**config.mk**
```make
export PLATFORM = sky130hd
export DESIGN_NAME = evict_buffer
export DESIGN_NICKNAME = d
export VERILOG_FILES = /design/src/rtl/evict_buffer_pkg.sv /design/src/rtl/evict_buffer_match.sv /design/src/rtl/evict_buffer_store.sv /design/src/rtl/evict_buffer.sv
export SDC_FILE = /design/constraint.sdc
export NUM_CORES = 2
export LEC_CHECK = 0
export BUFFER_PORTS_ARGS = -buffer_cell sky130_fd_sc_hd__buf_2
export CORE_MARGIN = 3
export CORE_UTILIZATION = 25
export DETAILED_ROUTE_END_ITERATION = 7
export GPL_ROUTABILITY_DRIVEN = 0
export PLACE_DENSITY_LB_ADDON = 0.3
export SKIP_CTS_REPAIR_TIMING = 1
export SYNTH_ARGS = -nofsm -noshare
export SYNTH_HDL_FRONTEND = slang
export SYNTH_SLANG_ARGS = --single-unit
export TNS_END_PERCENT = 30
```
**constraint.sdc**
```tcl
create_clock -name clk -period 9.3 [get_ports clk]
set_input_delay 0.465 -clock clk [delete_from_list [all_inputs] [get_ports clk]]
set_output_delay 0.465 -clock clk [all_outputs]
set_load 0.02 [all_outputs]
```
**src/rtl/evict_buffer_pkg.sv**
```systemverilog
package evict_buffer_pkg;
    localparam int DEF_ENTRIES  = 4;
    localparam int DEF_ADDR_W   = 32;
    localparam int DEF_OFFSET_W = 4;
    localparam int DEF_LINE_W   = 128;
endpackage

```
**src/rtl/evict_buffer_match.sv**
```systemverilog
module evict_buffer_match #(
    parameter int N     = 4,
    parameter int TAG_W = 28
) (
    input  logic                      en,
    input  logic [TAG_W-1:0]          key,
    input  logic [N-1:0]              vld,
    input  logic [N-1:0][TAG_W-1:0]   tags,
    output logic [N-1:0]              hit
);
    for (genvar g = 0; g < N; g++) begin : g_cmp
        assign hit[g] = en && vld[g] && (tags[g] == key);
    end
endmodule

```
**src/rtl/evict_buffer_store.sv**
```systemverilog
module evict_buffer_store #(
    parameter int N      = 4,
    parameter int TAG_W  = 28,
    parameter int LINE_W = 128
) (
    input  logic                      clk,
    input  logic                      rst_n,
    input  logic                      push_valid,
    input  logic [TAG_W-1:0]          push_tag,
    input  logic [LINE_W-1:0]         push_data,
    output logic                      push_ready,
    input  logic [N-1:0]              cpu_hv,
    input  logic [N-1:0]              snp_hv,
    input  logic                      bus_idle,
    input  logic                      mem_wr_ack,
    output logic [N-1:0]              vld_o,
    output logic [N-1:0][TAG_W-1:0]   tag_o,
    output logic [N-1:0][LINE_W-1:0]  data_o,
    output logic                      busy_o
);
    typedef struct packed {
        logic [N-1:0]             vld;
        logic [N-1:0][TAG_W-1:0]  tag;
        logic [N-1:0][LINE_W-1:0] data;
        logic                     busy;
    } buf_state_t;

    buf_state_t st_d, st_q;
    logic [N-1:0] rm;
    logic [N-1:0] phit;
    logic         blk;
    logic         rdy;

    always_comb begin
        int kept;
        st_d = st_q;
        rm   = '0;
        phit = '0;
        st_d.vld  = '0;
        st_d.tag  = '0;
        st_d.data = '0;
        kept = 0;
        // lookups free unlocked entries; an acknowledge frees the head
        for (int j = 0; j < N; j++) begin
            rm[j] = (cpu_hv[j] || snp_hv[j]) && !(st_q.busy && j == 0);
        end
        if (st_q.busy && mem_wr_ack) begin
            rm[0] = 1'b1;
        end
        // compact survivors toward slot 0, keeping their age order
        for (int j = 0; j < N; j++) begin
            if (st_q.vld[j] && !rm[j]) begin
                for (int i = 0; i < N; i++) begin
                    if (i == kept) begin
                        st_d.vld[i]  = 1'b1;
                        st_d.tag[i]  = st_q.tag[j];
                        st_d.data[i] = st_q.data[j];
                    end
                end
                kept++;
            end
        end
        for (int j = 0; j < N; j++) begin
            phit[j] = st_d.vld[j] && (st_d.tag[j] == push_tag);
        end
        blk = st_q.busy && !mem_wr_ack && st_q.vld[0] && (st_q.tag[0] == push_tag);
        rdy = !blk && ((kept < N) || (|phit));
        if (push_valid && rdy) begin
            if (|phit) begin
                for (int j = 0; j < N; j++) begin
                    if (phit[j]) begin
                        st_d.data[j] = push_data;
                    end
                end
            end else begin
                for (int i = 0; i < N; i++) begin
                    if (i == kept) begin
                        st_d.vld[i]  = 1'b1;
                        st_d.tag[i]  = push_tag;
                        st_d.data[i] = push_data;
                    end
                end
            end
        end
        st_d.busy = (st_q.busy && !mem_wr_ack) ||
                    ((!st_q.busy || mem_wr_ack) && bus_idle && (|st_d.vld));
    end

    always_ff @(posedge clk) begin
        if (!rst_n) begin
            st_q <= '0;
        end else begin
            st_q <= st_d;
        end
    end

    assign push_ready = rdy;
    assign vld_o      = st_q.vld;
    assign tag_o      = st_q.tag;
    assign data_o     = st_q.data;
    assign busy_o     = st_q.busy;


    wr_stable_chk: assert property (@(posedge clk) disable iff (!rst_n)
        (st_q.busy && !mem_wr_ack) |=>
        (st_q.busy && $stable(st_q.tag[0]) && $stable(st_q.data[0])));


    wr_start_chk: assert property (@(posedge clk) disable iff (!rst_n)
        $rose(st_q.busy) |-> $past(bus_idle));


    no_overflow_chk: assert property (@(posedge clk) disable iff (!rst_n)
        (&st_q.vld && !mem_wr_ack && cpu_hv == '0 && snp_hv == '0) |=> &st_q.vld);


    head_valid_chk: assert property (@(posedge clk) disable iff (!rst_n)
        st_q.busy |-> st_q.vld[0]);

    for (genvar a = 0; a < N; a++) begin : g_ua
        for (genvar b = a + 1; b < N; b++) begin : g_ub

            uniq_tag_chk: assert property (@(posedge clk) disable iff (!rst_n)
                !(st_q.vld[a] && st_q.vld[b] && st_q.tag[a] == st_q.tag[b]));
        end
    end
endmodule

```
**src/rtl/evict_buffer.sv**
```systemverilog
module evict_buffer
    import evict_buffer_pkg::*;
#(
    parameter int ENTRIES  = DEF_ENTRIES,
    parameter int ADDR_W   = DEF_ADDR_W,
    parameter int OFFSET_W = DEF_OFFSET_W,
    parameter int LINE_W   = DEF_LINE_W,
    localparam int TAG_W   = ADDR_W - OFFSET_W
) (
    input  logic              clk,
    input  logic              rst_n,
    input  logic              push_valid,
    input  logic [TAG_W-1:0]  push_tag,
    input  logic [LINE_W-1:0] push_data,
    output logic              push_ready,
    input  logic              cpu_req,
    input  logic [TAG_W-1:0]  cpu_tag,
    output logic              cpu_hit,
    output logic [LINE_W-1:0] cpu_data,
    input  logic              snp_req,
    input  logic [TAG_W-1:0]  snp_tag,
    output logic              snp_hit,
    output logic [LINE_W-1:0] snp_data,
    input  logic              bus_idle,
    output logic              mem_wr_req,
    output logic [TAG_W-1:0]  mem_wr_tag,
    output logic [LINE_W-1:0] mem_wr_data,
    input  logic              mem_wr_ack
);
    logic [ENTRIES-1:0]             vld;
    logic [ENTRIES-1:0][TAG_W-1:0]  tags;
    logic [ENTRIES-1:0][LINE_W-1:0] lines;
    logic [ENTRIES-1:0]             cpu_hv, snp_hv;
    logic                           busy;

    evict_buffer_match #(.N(ENTRIES), .TAG_W(TAG_W)) u_cpu_cmp (
        .en(cpu_req), .key(cpu_tag), .vld(vld), .tags(tags), .hit(cpu_hv));

    evict_buffer_match #(.N(ENTRIES), .TAG_W(TAG_W)) u_snp_cmp (
        .en(snp_req), .key(snp_tag), .vld(vld), .tags(tags), .hit(snp_hv));

    evict_buffer_store #(.N(ENTRIES), .TAG_W(TAG_W), .LINE_W(LINE_W)) u_store (
        .clk(clk), .rst_n(rst_n),
        .push_valid(push_valid), .push_tag(push_tag), .push_data(push_data),
        .push_ready(push_ready),
        .cpu_hv(cpu_hv), .snp_hv(snp_hv),
        .bus_idle(bus_idle), .mem_wr_ack(mem_wr_ack),
        .vld_o(vld), .tag_o(tags), .data_o(lines), .busy_o(busy));

    always_comb begin
        cpu_data = '0;
        snp_data = '0;
        for (int j = 0; j < ENTRIES; j++) begin
            if (cpu_hv[j]) cpu_data = cpu_data | lines[j];
            if (snp_hv[j]) snp_data = snp_data | lines[j];
        end
    end

    assign cpu_hit     = |cpu_hv;
    assign snp_hit     = |snp_hv;
    assign mem_wr_req  = busy;
    assign mem_wr_tag  = tags[0];
    assign mem_wr_data = lines[0];


    snp_req_chk: assert property (@(posedge clk) disable iff (!rst_n)
        snp_hit |-> snp_req);


    cpu_req_chk: assert property (@(posedge clk) disable iff (!rst_n)
        cpu_hit |-> cpu_req);


    snp_single_chk: assert property (@(posedge clk) disable iff (!rst_n)
        $onehot0(snp_hv));
endmodule

```
==> metrics <==
WS Path Type=reg2out; IO Port Bufs=634; Pleak=0.0222 uW; Post-synth top flop=dfxtp_1; H-Tree Depth=3; initial core utilization=0.253; Die Span X=434 um; Ys Warns=0; post-route cell area=52200 sq um; Core ar.=182000 sq um; commonest cells after routing, fill and taps aside=nand2_1 (989), buf_2 (633), dfxtp_1 (629); Netlist Area Pre-Place=45900 sq um; Max clock buf depth=3; die height=434 um; EDFF count, synth=0; CP startpoint kind=register; clock period minus worst slack=8.81 ns; DR pass1 iterations=8; flops & latches, synth=629; fin. max-slew vios=0; post-synthesis cell type count=86; slowest stage delay, CP=0.85 ns; final core occ=0.288; maxcap violations=0; Min Hold Slack=0.0876 ns; largest area contributor in the netlist=dfxtp_1; DR vias=49800; num ports=635; violated checks=design-rule violations; Avg Inst Size Synth=7.79 sq um; Nets=6158; Hold WC Path Type=in2reg; first-pass GRT wire length=342 mm; post-synthesis cell count=5888; Clock Skews=0.0564 ns; commonest non-fill, non-tap cell in the layout=nand2_1; total track usage=0.242; final setup fails=0; worst-margin pin slew=1.26 ns; ANT nets after route=0; final critical-path share of the clock period=0.947; Critical Path Sink Type=output port; std cell rows=156; dpl hpwl=148 mm; GRT overflow=0; largest cells by area after synthesis=dfxtp_1 (27%), mux2i_1 (12%), a22oi_1 (8.8%); CTS tree=built; Worst Path Arrival=8.35 ns; total CTS buffers=83; fmax=113 MHz; vias in the first global route=46200; initial antenna violation count=20; pwr dens=152 nW/um^2; asr flop ratio synth=0; drt initial violations=7431; Worst Setup Slack post-DPL=1.30 ns; Mapped Nets=6114; post-synthesis sequential area ratio=0.275; share of the synthesized area in the top cell type=0.275; filler cell count in the final layout=19600; RSZ-0062 raised after global routing=no; worst rel slew slack=0.157; Die ar.=189000 sq um; clock sink count=629; routed length per instance=29.0 um; status=finished, violations left; largest net degree at the start of global routing=175; Hold Violations, Final=0; fraction of layout cells with a size suffix above 1=0.158; crit-path cells=xor2_1 > nor4_1 > nand2b_1 > nor4_2 > nor2b_4 > inv_2 > ha_1 > xor2_1 > inv_1 > ha_1 > nand2_1 > nor3_2 > buf_4 > a211oi_4 > buf_4 > a222oi_1 > xnor2_1 > nor4_1 > nand4_1 > nor3_2 > nor2_2 > a31oi_1 > buf_2; Avg Vias per Cell=5.94; slowest CP cell=nor4_1; CP required=8.84 ns; Peak VDD IR=116 uV; Worst-Skew Late Latency=0.73 ns; DRC=9; CP Max Fanout=27; DRT Wirelength=243 mm; Setup TNS=0 ns; clock-pin slew on the worst setup and hold paths=0.06 ns; Layout area overhead=13.9%; Final WS setup=0.489 ns; dpl cell area=49300 sq um; CTS root buf=clkbuf_16
[critical path, delay by kind of cell, from the launching register on]
kind | cells | cell delay (ns)
AO/OA/AOI/OAI | 3 | 1.20
XOR/XNOR | 3 | 0.75
adder cells (fa/ha/maj) | 2 | 0.51
buffers and inverters | 5 | 1.09
flip-flops | 1 | 0.63
AND/OR/NAND/NOR | 10 | 3.41
[metal layers]
layer | wire [um] | global-route usage | vias to the layer above
li1 | - | - | 21400
met1 | 90900 | 0.303 | 24000
met2 | 108000 | 0.379 | 3586
met3 | 24300 | 0.0447 | 789
met4 | 19700 | 0.162 | 4
met5 | 22 | 0 | -
[power breakdown]
part	leakage, uW	total, uW	internal (uW)	switching (uW)
logic	0.0157	1410	424	990
clock network	0.00141	3540	2070	1470
registers	0.00509	2990	2810	179
total	0.0222	7940	5310	2640
[flip-flops by register name, indices dropped and copies added (netlist names)]
signal,flops
u_store.data_o,512
u_store.tag_o,112
u_store.vld_o,4
u_store.busy_o,1
[cells in the mapped netlist (131+ instances only)]
cell,count
nand2_1,992
dfxtp_1,629
mux2i_1,543
a22oi_1,535
clkbuf_1,466
a21oi_1,406
nor2_1,241
xnor2_1,184
buf_4,179
xor2_1,159
a222oi_1,152
nand3_1,151
o21ai_0,141
nand2b_1,132
a22o_1,131
[metrics by stage]
stage	power, uW	instances
finish	7940	8379
floorplan	3940	5888
global placement	4420	8217
CTS	7970	8364
detailed placement	4430	8217
global route	8150	8372
[cell type report]
| type | instances | area (sq um) | share of cell area |
|---|---|---|---|
| clock buffers | 119 | 2450 | 0.0470 |
| diodes | 15 | 37.5 | 0.000719 |
| well taps | 2370 | 2970 | 0.0568 |
| multi-input cells | 4441 | 29300 | 0.562 |
| clock inverters | 28 | 478 | 0.00915 |
| inverters | 54 | 215 | 0.00412 |
| repair buffers | 723 | 4140 | 0.0793 |
| flip-flops and latches | 629 | 12600 | 0.241 |
[final timing paths]
path / slack (ns) / cells after the start / to / from
hold reg to reg: 0.61 / 4 / u_store.data_o[86] / u_store.data_o[470]
setup reg to reg: 1.05 / 24 / u_store.data_o[330] / u_store.tag_o[43]
setup / recovery: 0.49 / 23 / push_ready / u_store.tag_o[43]
hold / removal: 0.09 / 3 / u_store.data_o[429] / push_data[45]
[logic make-up (layout without fill, tap and decap cells)]
kind of cell	after synthesis	after routing	synth area share
and+or+nand+nor	1932	1932	0.195
muxes	604	604	0.133
DFF	629	629	0.275
other	0	15	0
xor gates and xnor gates	343	343	0.0655
buffers and inverters	818	924	0.0897
AOI/OAI and AO/OA	1555	1555	0.240
adders and majority gates	7	7	0.00191
(Power assumes the default switching activity.)
